**config.mk**
```make
export PLATFORM = sky130hd
export DESIGN_NAME = vshift_unit
export DESIGN_NICKNAME = d
export VERILOG_FILES = /design/src/rtl/vshift_pkg.sv /design/src/rtl/vshift_decode.sv /design/src/rtl/vshift_lane.sv /design/src/rtl/vshift_word.sv /design/src/rtl/vshift_unit.sv
export SDC_FILE = /design/constraint.sdc
export NUM_CORES = 1
export LEC_CHECK = 0
export BUFFER_PORTS_ARGS = -buffer_cell sky130_fd_sc_hd__buf_4
export CORE_ASPECT_RATIO = 0.9
export CORE_MARGIN = 2
export CORE_UTILIZATION = 34
export CTS_CLUSTER_SIZE = 24
export DETAILED_ROUTE_END_ITERATION = 16
export HOLD_SLACK_MARGIN = 0.03
export SYNTH_ARGS = -nofsm -noshare
export SYNTH_HDL_FRONTEND = slang
export SYNTH_SLANG_ARGS = --single-unit
```
**constraint.sdc**
```tcl
create_clock -name clk -period 2.3 [get_ports clk]
set_input_delay 0.23 -clock clk [delete_from_list [all_inputs] [get_ports clk]]
set_output_delay 0.23 -clock clk [all_outputs]
set_load 0.01 [all_outputs]
```
**src/rtl/vshift_pkg.sv**
```systemverilog
// Package: shared field positions, shift kinds and the decoded-instruction
// record for the packed variable shift unit.
package vshift_pkg;

    localparam int INSTR_W   = 32;
    localparam int XR_IDX_W  = 4;
    localparam int GPR_IDX_W = 5;
    localparam int SUB_W     = 3;
    localparam int MAJ_W     = 6;

    // Bit positions of the instruction fields.
    localparam int MAJ_LSB   = 0;
    localparam int XRA_LSB   = 10;
    localparam int XRD_LSB   = 14;
    localparam int SUB_LSB   = 18;
    localparam int RS_LSB    = 21;

    typedef enum logic [1:0] {
        SH_LEFT   = 2'd0,
        SH_LRIGHT = 2'd1,
        SH_ARIGHT = 2'd2
    } shift_kind_e;

    typedef struct packed {
        logic                 legal;
        logic                 rsv;
        logic                 quad;
        shift_kind_e          kind;
        logic [XR_IDX_W-1:0]  a_idx;
        logic [XR_IDX_W-1:0]  d_idx;
        logic [GPR_IDX_W-1:0] rs_idx;
    } dec_t;

endpackage

```
**src/rtl/vshift_decode.sv**
```systemverilog
// Decoder: recognises the major opcode and splits the sub-opcode into
// lane mode and shift kind. Assumes the sub-opcode is bits 20..18, with
// bit 2 selecting 16-bit lanes and bits 1..0 selecting the kind
// (00 left, 01 logical right, 11 arithmetic right, 10 undefined).
module vshift_decode
    import vshift_pkg::*;
#(
    parameter logic [MAJ_W-1:0] MAJOR_VAL = 6'h36
) (
    input  logic               valid,
    input  logic [INSTR_W-1:0] instr,
    output dec_t               dec
);

    logic             hit;
    logic [SUB_W-1:0] sub;

    // Field extraction and operation classification.
    always_comb begin
        hit        = valid && (instr[MAJ_LSB +: MAJ_W] == MAJOR_VAL);
        sub        = instr[SUB_LSB +: SUB_W];
        dec.quad   = sub[2];
        dec.a_idx  = instr[XRA_LSB +: XR_IDX_W];
        dec.d_idx  = instr[XRD_LSB +: XR_IDX_W];
        dec.rs_idx = instr[RS_LSB +: GPR_IDX_W];
        unique case (sub[1:0])
            2'b00:   dec.kind = SH_LEFT;
            2'b01:   dec.kind = SH_LRIGHT;
            2'b11:   dec.kind = SH_ARIGHT;
            default: dec.kind = SH_LEFT;
        endcase
        dec.rsv   = hit && (sub[1:0] == 2'b10);
        dec.legal = hit && (sub[1:0] != 2'b10);
    end

endmodule

```
**src/rtl/vshift_lane.sv**
```systemverilog
// Lane shifter: shifts one W-bit field by 0..2**AMT_W-1 positions.
// Assumes the caller has already isolated the lane, so right shifts fill
// from this lane's own top bit (arithmetic) or with zeros (logical).
module vshift_lane
    import vshift_pkg::*;
#(
    parameter int W     = 16,
    parameter int AMT_W = 4
) (
    input  logic [W-1:0]     din,
    input  logic [AMT_W-1:0] amt,
    input  shift_kind_e      kind,
    output logic [W-1:0]     dout
);

    logic signed [W-1:0] sdin;
    assign sdin = $signed(din);

    // Barrel shift for the selected kind; overflow bits drop off at width W.
    always_comb begin
        unique case (kind)
            SH_LEFT:   dout = din << amt;
            SH_LRIGHT: dout = din >> amt;
            SH_ARIGHT: dout = sdin >>> amt;
            default:   dout = din;
        endcase
    end

endmodule

```
**src/rtl/vshift_word.sv**
```systemverilog
// Word shifter: one register value either as a single DATA_W lane or as
// DATA_W/LANE_W independent lanes, with the lane mode picked per operation.
// Assumes DATA_W is a whole multiple of LANE_W.
module vshift_word
    import vshift_pkg::*;
#(
    parameter int DATA_W = 32,
    parameter int LANE_W = 16,
    parameter int AMT_W  = 4
) (
    input  logic [DATA_W-1:0] din,
    input  logic [AMT_W-1:0]  amt,
    input  shift_kind_e       kind,
    input  logic              quad,
    output logic [DATA_W-1:0] dout
);

    localparam int N_LANES = DATA_W / LANE_W;

    logic [DATA_W-1:0] wide_res;
    logic [DATA_W-1:0] lane_res;

    vshift_lane #(.W(DATA_W), .AMT_W(AMT_W)) u_wide (
        .din  (din),
        .amt  (amt),
        .kind (kind),
        .dout (wide_res)
    );

    for (genvar g = 0; g < N_LANES; g++) begin : g_lane
        vshift_lane #(.W(LANE_W), .AMT_W(AMT_W)) u_lane (
            .din  (din[g*LANE_W +: LANE_W]),
            .amt  (amt),
            .kind (kind),
            .dout (lane_res[g*LANE_W +: LANE_W])
        );
    end

    // Choose the whole-word or the per-lane result.
    always_comb begin
        dout = quad ? lane_res : wide_res;
    end

endmodule

```
**src/rtl/vshift_unit.sv**
```systemverilog
// Top: packed variable shift unit. Decodes the instruction, shifts both
// extension register values by gpr_val[AMT_W-1:0] and registers the
// results for write-back one cycle later. Assumes the register files
// return xra_val, xrd_val and gpr_val in the same cycle as the instruction.
module vshift_unit
    import vshift_pkg::*;
#(
    parameter int               DATA_W    = 32,
    parameter int               LANE_W    = 16,
    parameter int               AMT_W     = 4,
    parameter logic [MAJ_W-1:0] MAJOR_VAL = 6'h36
) (
    input  logic                 clk,
    input  logic                 rst_n,
    input  logic                 in_valid,
    input  logic [INSTR_W-1:0]   instr,
    input  logic [DATA_W-1:0]    xra_val,
    input  logic [DATA_W-1:0]    xrd_val,
    input  logic [DATA_W-1:0]    gpr_val,
    output logic [GPR_IDX_W-1:0] gpr_rd_idx,
    output logic                 out_we,
    output logic                 out_rsv,
    output logic [XR_IDX_W-1:0]  out_xra_idx,
    output logic [XR_IDX_W-1:0]  out_xrd_idx,
    output logic [DATA_W-1:0]    out_xra_res,
    output logic [DATA_W-1:0]    out_xrd_res
);

    dec_t              dec;
    logic [AMT_W-1:0]  amt;
    logic [DATA_W-1:0] a_shift;
    logic [DATA_W-1:0] d_shift;

    vshift_decode #(.MAJOR_VAL(MAJOR_VAL)) u_dec (
        .valid (in_valid),
        .instr (instr),
        .dec   (dec)
    );

    // Amount comes from the low bits of the GPR only.
    assign amt        = gpr_val[AMT_W-1:0];
    assign gpr_rd_idx = dec.rs_idx;

    vshift_word #(.DATA_W(DATA_W), .LANE_W(LANE_W), .AMT_W(AMT_W)) u_word_a (
        .din  (xra_val),
        .amt  (amt),
        .kind (dec.kind),
        .quad (dec.quad),
        .dout (a_shift)
    );

    vshift_word #(.DATA_W(DATA_W), .LANE_W(LANE_W), .AMT_W(AMT_W)) u_word_d (
        .din  (xrd_val),
        .amt  (amt),
        .kind (dec.kind),
        .quad (dec.quad),
        .dout (d_shift)
    );

    // Strobes: one-cycle write or trap indication per accepted instruction.
    always_ff @(posedge clk) begin
        if (!rst_n) begin
            out_we  <= 1'b0;
            out_rsv <= 1'b0;
        end else begin
            out_we  <= dec.legal;
            out_rsv <= dec.rsv;
        end
    end

    // Result and index registers load only on a legal operation.
    always_ff @(posedge clk) begin
        if (!rst_n) begin
            out_xra_idx <= '0;
            out_xrd_idx <= '0;
            out_xra_res <= '0;
            out_xrd_res <= '0;
        end else if (dec.legal) begin
            out_xra_idx <= dec.a_idx;
            out_xrd_idx <= dec.d_idx;
            out_xra_res <= a_shift;
            out_xrd_res <= d_shift;
        end
    end

endmodule

```
==> flow_summary_export.csv, run 1 <==
group,metric,value,unit
status,outcome,"finished, final reports clean",
flow_run,max-cap-violations,0,
routing,top_layer_used,"met4",
timing,fin_crit,2.12,ns
synth,synth_fp_nets,1330,
critical_path,cp-start-kind,"input port",
routing,vias,11830,
routing,wl_met3,4040,um
timing,timing.final.hold_violations,0,
routing,viasPerCell,6.57,
grt,track_usage,31.8,%
routing,drc_errors,0,
timing,skew,0,ns
final_layout,multi_input_area,7900,sq um
grt,grt_max_degree,35,
routing,wirelength,51000,um
clock_tree,clock-sinks,74,
timing,slew_violations,0,
floorplanning,core,29700,sq um
clock_tree,htree_levels,3,
final_layout,drive_gt1_share,36.4,%
clock_tree,clk_path_buf_depth,2,
critical_path,cp_max_fo,27,
critical_path,critPathSlowestCell,"a2111oi_0",
critical_path,worstPathRequired,2.50,ns
critical_path,cp.arrival,2.32,ns
floorplanning,rows,60,
final_layout,nets,1523,
power_and_ir_drop,power_density,393,nW/um^2
grt,grt_pass1_vias,11640,
clock_tree,root_buffer,"clkbuf_16",
critical_path,cp_num_buf_inv,2,
place,port_buffers,161,
clock_tree,cts_buffers,9,
synth,ys_seq_elements,74,
place,dp.final_hpwl,39300,um
synth,synth.distinct_cells,78,
floorplanning,start_util,34.3,%
worst_hold_path,hp-class,"input port to flip-flop",
clock_tree,cts_resized,0,
synth,yosys_most_used_dff,"dfxtp_1",
timing,tns,0,ns
power_and_ir_drop,leakagePower,5.23,nW
routing,wirelength_met1,19400,um
critical_path,critPathMaxStageDelay,0.65,ns
timing,fmax,472,MHz
final_layout,seq_area,1480,sq um
synth,netlist_instances,1199,
place,dp_worst_setup_slack,-0.143,ns
synth,synth-edff-count,0,
clock_tree,clkLatencyLatePin,0.35,ns
critical_path,crit_chain,"buf_4, buf_12, nor3_1, a211oi_1, a2111oi_0, a21oi_1",
timing,setup_viol,0,
floorplanning,pin_count,210,
synth,ys_seq_area_share,14.5,%
clock_tree,cts.reportedPaths.clkPinSlew,0.07,ns
synth,async_reset_ff_share,0,%
grt,grt-ovfl-total,0,
timing,hold_slack,0.125,ns
timing,worst_pin_slew,1.15,ns
final_layout,fin_cells,1801,
grt,grt_pass1_wl,75900,um
place,gp_congestion,1.09,
timing,rsz0062_at_grt,"no",
synth,yosys_warnings,0,
routing,dr.pass1.iters,6,
clock_tree,post_cts_buffers,0,
final_layout,fill_cells,3057,
timing,finalCritPeriodShare,92.2,%
critical_path,cp_top_family,"compound AO/OA/AOI/OAI gates",
power_and_ir_drop,p_total,5.08,mW
synth,syn_area_per_cell,8.51,sq um
grt,antenna_found_initial,1,
routing,drtAntennaViolNets,0,
routing,drt_iter0_drc,1359,
timing,fin_ws,0.180,ns
final_layout,areaGrowthSynthToFinish,26.7,%
floorplanning,die_h,168,um
timing,max_slew_margin,22.7,%
clock_tree,ctsHoldBuffers,0,
routing,wl_per_cell,28.3,um
critical_path,cp-end-kind,"flip-flop",
floorplanning,dieArea,31400,sq um
power_and_ir_drop,ir_drop,0.367,mV
critical_path,crit_type,"input port to flip-flop",
clock_tree,cts_tree,"yes",
routing,dr_wl_met2,23800,um
synth,syn_area,10200,sq um
final_layout,final_common_cell,"buf_4",
place,dp_cells,1784,
floorplanning,dieWidth,187,um
final_layout,final_cell_mix,"315 x buf_4, 145 x nand2_1, 105 x mux2i_1",
## synth_stat cells, types with 6 or more instances
cell type | count | share of area (%)
o22ai_1 | 14 | 0.86
nand3_1 | 22 | 1.1
a211o_1 | 8 | 0.69
a311oi_1 | 6 | 0.51
o221ai_1 | 11 | 0.94
a221oi_1 | 17 | 1.5
a32o_1 | 9 | 0.88
a31oi_1 | 25 | 1.5
nor2b_1 | 11 | 0.67
and3_1 | 9 | 0.55
buf_4 | 11 | 0.81
o221a_2 | 6 | 0.66
a211oi_1 | 19 | 1.4
a32oi_1 | 6 | 0.51
a22oi_1 | 13 | 0.96
and2_1 | 8 | 0.49
dfxtp_1 | 74 | 15
mux4_2 | 93 | 21
a21oi_1 | 81 | 4.0
o21ai_0 | 71 | 3.5
clkbuf_1 | 76 | 2.8
nand2_1 | 145 | 5.3
o211ai_1 | 37 | 2.7
mux2_2 | 47 | 5.2
nand2b_1 | 16 | 0.98
mux2i_1 | 105 | 10
buf_6 | 13 | 1.4
nor3_1 | 19 | 0.93
o2111ai_1 | 7 | 0.60
o31ai_1 | 6 | 0.44
buf_2 | 43 | 2.1
nor2_1 | 67 | 2.5
## sequential cells by signal, indices dropped and copies added (netlist names)
name	flops
out_xra_idx	4
out_xra_res	32
out_xrd_res	32
out_xrd_idx	4
out_we	1
out_rsv	1
## report_power, final
part | internal [mW] | total (mW) | leakage [nW] | switching (mW)
clock | 0.792 | 1.39 | 0.134 | 0.595
sequential | 1.29 | 1.29 | 0.596 | 0.00393
combinational | 1.03 | 2.40 | 4.50 | 1.37
total | 3.11 | 5.08 | 5.23 | 1.97
## worst paths after layout
kind,from,to,slack [ns],cells after the start
worst max-delay path,gpr_val[1],out_xra_res[13],0.18,6
worst min-delay path,instr[10],out_xra_idx[0],0.12,3
worst min register to register,out_xra_res[22],out_xra_res[22],0.45,2
worst max register to register,out_xrd_res[25],out_xrd_res[25],0.97,3
## worst min-delay path, cell delays in order
cell and delay, ns:
buf_4 0.11, nand2_1 0.04, a21oi_1 0.05
## metal layers
metal | GRT usage [%] | vias to the layer above
met2 | 52.5 | 723
met3 | 5.07 | 168
met4 | 20.4 | 0
met5 | 0 | -
li1 | - | 5101
met1 | 38.7 | 5838
## final cells by class
type / instances / share of cell area, %
clock buffers: 11 / 1.96
flip-flops and latches: 74 / 11.5
inverters: 8 / 0.232
clock inverters: 5 / 0.281
repair buffers: 333 / 21.0
diodes: 1 / 0.0194
well taps: 403 / 3.90
multi-input cells: 966 / 61.1
## logic make-up after synthesis
kind of cell | after synthesis | synth area share, %
compound gates | 395 | 26.7
simple gates | 326 | 14.6
flops | 74 | 14.5
buf+inv | 159 | 8.13
mux | 245 | 36.0
## metrics by stage
stage                     area [sq um]  util, %
after detailed placement         12600     42.5
after CTS                        12900     43.5
after global routing             12900     43.5
after global placement           12600     42.5
after floorplan                  10200        -
final                            12900     43.5
Note: power is estimated with default switching activity, not from simulation.
==> run 2: changes to the inputs <==
SYNTH_HIERARCHICAL = 1   (was default)
==> run 2 against run 1 <==
  * Die area up 85%
  * Total power up 73%
  * Register-to-register slack better by 0.54 ns
  * Worst setup slack worse by 0.15 ns
  * Routed wire length up 83%
  * Global-route usage down 0.72 points
  * Synthesized cell count up 81%
  * Count of clock-buffer cells in the layout down 2
  * Critical path depth up 6
  * Final area up 100%
==> flow_summary_export.csv, run 2 <==
group,metric,value,unit
synth,async_reset_ff_share,0,%
grt,grt_pass1_wl,138000,um
final_layout,top_regs,"out_xra_res x32, out_xrd_res x32",
timing,fmax,441,MHz
clock_tree,clk_path_buf_depth,2,
synth,yosys_warnings,6,
routing,drt_iter0_drc,2621,
floorplanning,pin_count,210,
synth,yosysTopAreaCellShare,17.9,%
final_layout,drive_gt1_share,43.8,%
floorplanning,dieArea,58200,sq um
routing,dr.pass1.iters,6,
critical_path,endpoint,"out_xra_res[6]",
routing,wirelength,93300,um
routing,drc_errors,0,
synth,synth.distinct_cells,76,
synth,synth_commonest_cells,"246 x mux2i_1, 190 x nand2_1, 190 x nor2_1, 152 x mux4_2, 96 x o21ai_0",
final_layout,finish.utilization,46.4,%
clock_tree,cts_buffers,9,
power_and_ir_drop,leakagePower,10.8,nW
timing,skew,0,ns
critical_path,reg2reg_slack,1.51,ns
final_layout,antenna_cells,0,
critical_path,cp_max_fo,15,
final_layout,areaGrowthSynthToFinish,34.9,%
synth,synth_fp_nets,2303,
final_layout,final_cell_mix,"782 x buf_4, 237 x mux2i_1, 190 x nand2_1, 190 x nor2_1, 152 x mux4_2",
clock_tree,clkLatencyLatePin,0.39,ns
place,port_buffers,161,
synth,syn_area_per_cell,8.80,sq um
synth,ys_seq_area_share,7.75,%
grt,antenna_found_initial,0,
floorplanning,core,55600,sq um
critical_path,r2r_end,"out_xra_res[8]",
timing,rsz0062_at_grt,"yes",
flow_run,max-cap-violations,0,
timing,finalCritPeriodShare,98.6,%
clock_tree,htree_levels,3,
synth,synth_top_area_cell,"mux4_2",
synth,synthTopCellsByArea,"mux4_2 18%, mux2i_1 13%, dfxtp_1 7.7%",
clock_tree,cts_tree,"yes",
power_and_ir_drop,power_density,340,nW/um^2
routing,wl_per_cell,26.5,um
synth,netlist_instances,2172,
floorplanning,rows,82,
critical_path,cp-start-kind,"input port",
timing,fin_crit,2.27,ns
final_layout,fill_cells,5536,
grt,track_usage,31.0,%
routing,vias,22001,
timing,fin_ws,0.0324,ns
synth,syn_area,19100,sq um
synth,yosys_most_used_dff,"dfxtp_1",
synth,synth-edff-count,0,
timing,slew_violations,0,
clock_tree,cts.reportedPaths.clkPinSlew,0.08,ns
critical_path,cp-end-kind,"flip-flop",
place,dp.final_hpwl,71500,um
clock_tree,clock-sinks,74,
routing,viasPerCell,6.23,
critical_path,r2r_cells,2,
critical_path,worstPathRequired,2.59,ns
power_and_ir_drop,ir_drop,0.365,mV
critical_path,crit_start,"gpr_val[0]",
critical_path,r2r_start,"out_xra_res[8]",
routing,drtAntennaViolNets,0,
final_layout,nets,2899,
place,gp_congestion,0.979,
critical_path,cp.arrival,2.56,ns
grt,grt_pass1_vias,21216,
status,outcome,"finished, final reports clean",
timing,timing.final.hold_violations,0,
synth,ys_seq_elements,74,
floorplanning,start_util,34.4,%
clock_tree,root_buffer,"clkbuf_16",
synth,yosysMostFrequentCell,"mux2i_1",
critical_path,crit_type,"input port to flip-flop",
grt,grt_max_degree,71,
timing,setup_viol,0,
grt,grt-ovfl-total,0,
floorplanning,die_h,229,um
timing,worst_pin_slew,0.625,ns
final_layout,final_common_cell,"buf_4",
worst_hold_path,hp-class,"input port to flip-flop",
floorplanning,dieWidth,254,um
timing,max_slew_margin,57.9,%
place,dp_worst_setup_slack,-0.605,ns
-- run 2: changes by cell type in the layout (fill, tap and decap cells not counted), sizes merged, moves of 18 or more --
| cell | before | now |
|---|---|---|
| nor2 | 67 | 190 |
| nand3 | 22 | 40 |
| buf | 333 | 838 |
| mux4 | 93 | 184 |
| nor2b | 11 | 84 |
| nand2 | 145 | 190 |
| o21ai | 72 | 118 |
| nor3 | 20 | 47 |
| a211oi | 19 | 46 |
| inv | 8 | 31 |
| mux2 | 47 | 130 |
| mux2i | 105 | 246 |
| o22ai | 14 | 44 |
-- run 2: cells by family (layout without fill, tap and decap cells) --
kind of cell	count (synthesis)	in the layout	synth area share, %
AND/OR/NAND/NOR	679	679	17.4
adder cells (fa/ha/maj)	8	8	0.471
flip-flops	74	74	7.75
multiplexers	560	560	44.1
AO/OA/AOI/OAI	558	558	20.3
buffers and inverters	285	886	9.65
XOR/XNOR	8	8	0.366
-- run 2: through the flow --
step	setup TNS (ns)	hold WS [ns]	power, mW	std cells	instance area, sq um
6_report	0	0.0972	8.78	3529	25800
5_1_grt	-0.00530	0.0923	9.12	3529	25800
4_1_cts	0	0.0784	8.63	3526	25600
3_5_place_dp	-27.47	0.460	6.86	3509	25200
3_3_place_gp	-25.72	0.460	6.85	3509	25200
2_1_floorplan	0	0.437	4.40	2172	19100
-- run 2: how the worst min path moves through the flow --
stage	cells past startpoint	slack [ns]	from	to
2_1_floorplan	2	0.44	instr[18]	out_rsv
3_3_place_gp	0	0.46	instr[21]	gpr_rd_idx[0]
3_5_place_dp	0	0.46	instr[21]	gpr_rd_idx[0]
4_1_cts	3	0.08	instr[11]	out_xra_idx[1]
5_1_grt	3	0.09	instr[11]	out_xra_idx[1]
6_report	3	0.1	instr[11]	out_xra_idx[1]
-- run 2: cell type report --
| class | instances | area [sq um] | area share, % |
|---|---|---|---|
| multi-input cells | 1813 | 15900 | 61.8 |
| repair buffers | 839 | 6990 | 27.1 |
| flip-flops and latches | 74 | 1480 | 5.74 |
| well taps | 756 | 946 | 3.67 |
| clock buffers | 9 | 225 | 0.873 |
| inverters | 31 | 116 | 0.451 |
| clock inverters | 7 | 83.8 | 0.325 |
-- run 2: power breakdown --
group,switching [mW],internal (mW),leakage [nW]
Combinational,2.96,2.83,10.0
Clock,0.844,0.866,0.149
Sequential,0.00317,1.28,0.596
-- run 2: layer usage --
metal / up-vias / share of wire (%) / global-route usage [%]
met5: - / 0 / 0
met4: 0 / 3.3 / 9.63
met3: 164 / 9.4 / 5.75
met2: 1339 / 43 / 46.3
met1: 10864 / 44 / 45.1
li1: 9634 / - / -
-- run 2: repair_timing --
item	4_1_cts	5_1_grt
hold buffers	0	0
resized for setup	11	34
cloned	1	1
pin swaps	0	5
hold endpoints to repair	0	0
buffers inserted	0	2
endpoints found under the setup margin	28	27
-- run 2: critical path, stage by stage --
cell and delay [ns]:
buf_16 0.17, buf_6 0.19, buf_4 0.17, mux2i_1 0.21, o21ai_0 0.19, buf_4 0.20
mux2i_1 0.26, a2bb2oi_1 0.18, o221ai_1 0.23, mux2_4 0.32, mux2i_1 0.13, nor2b_1 0.06
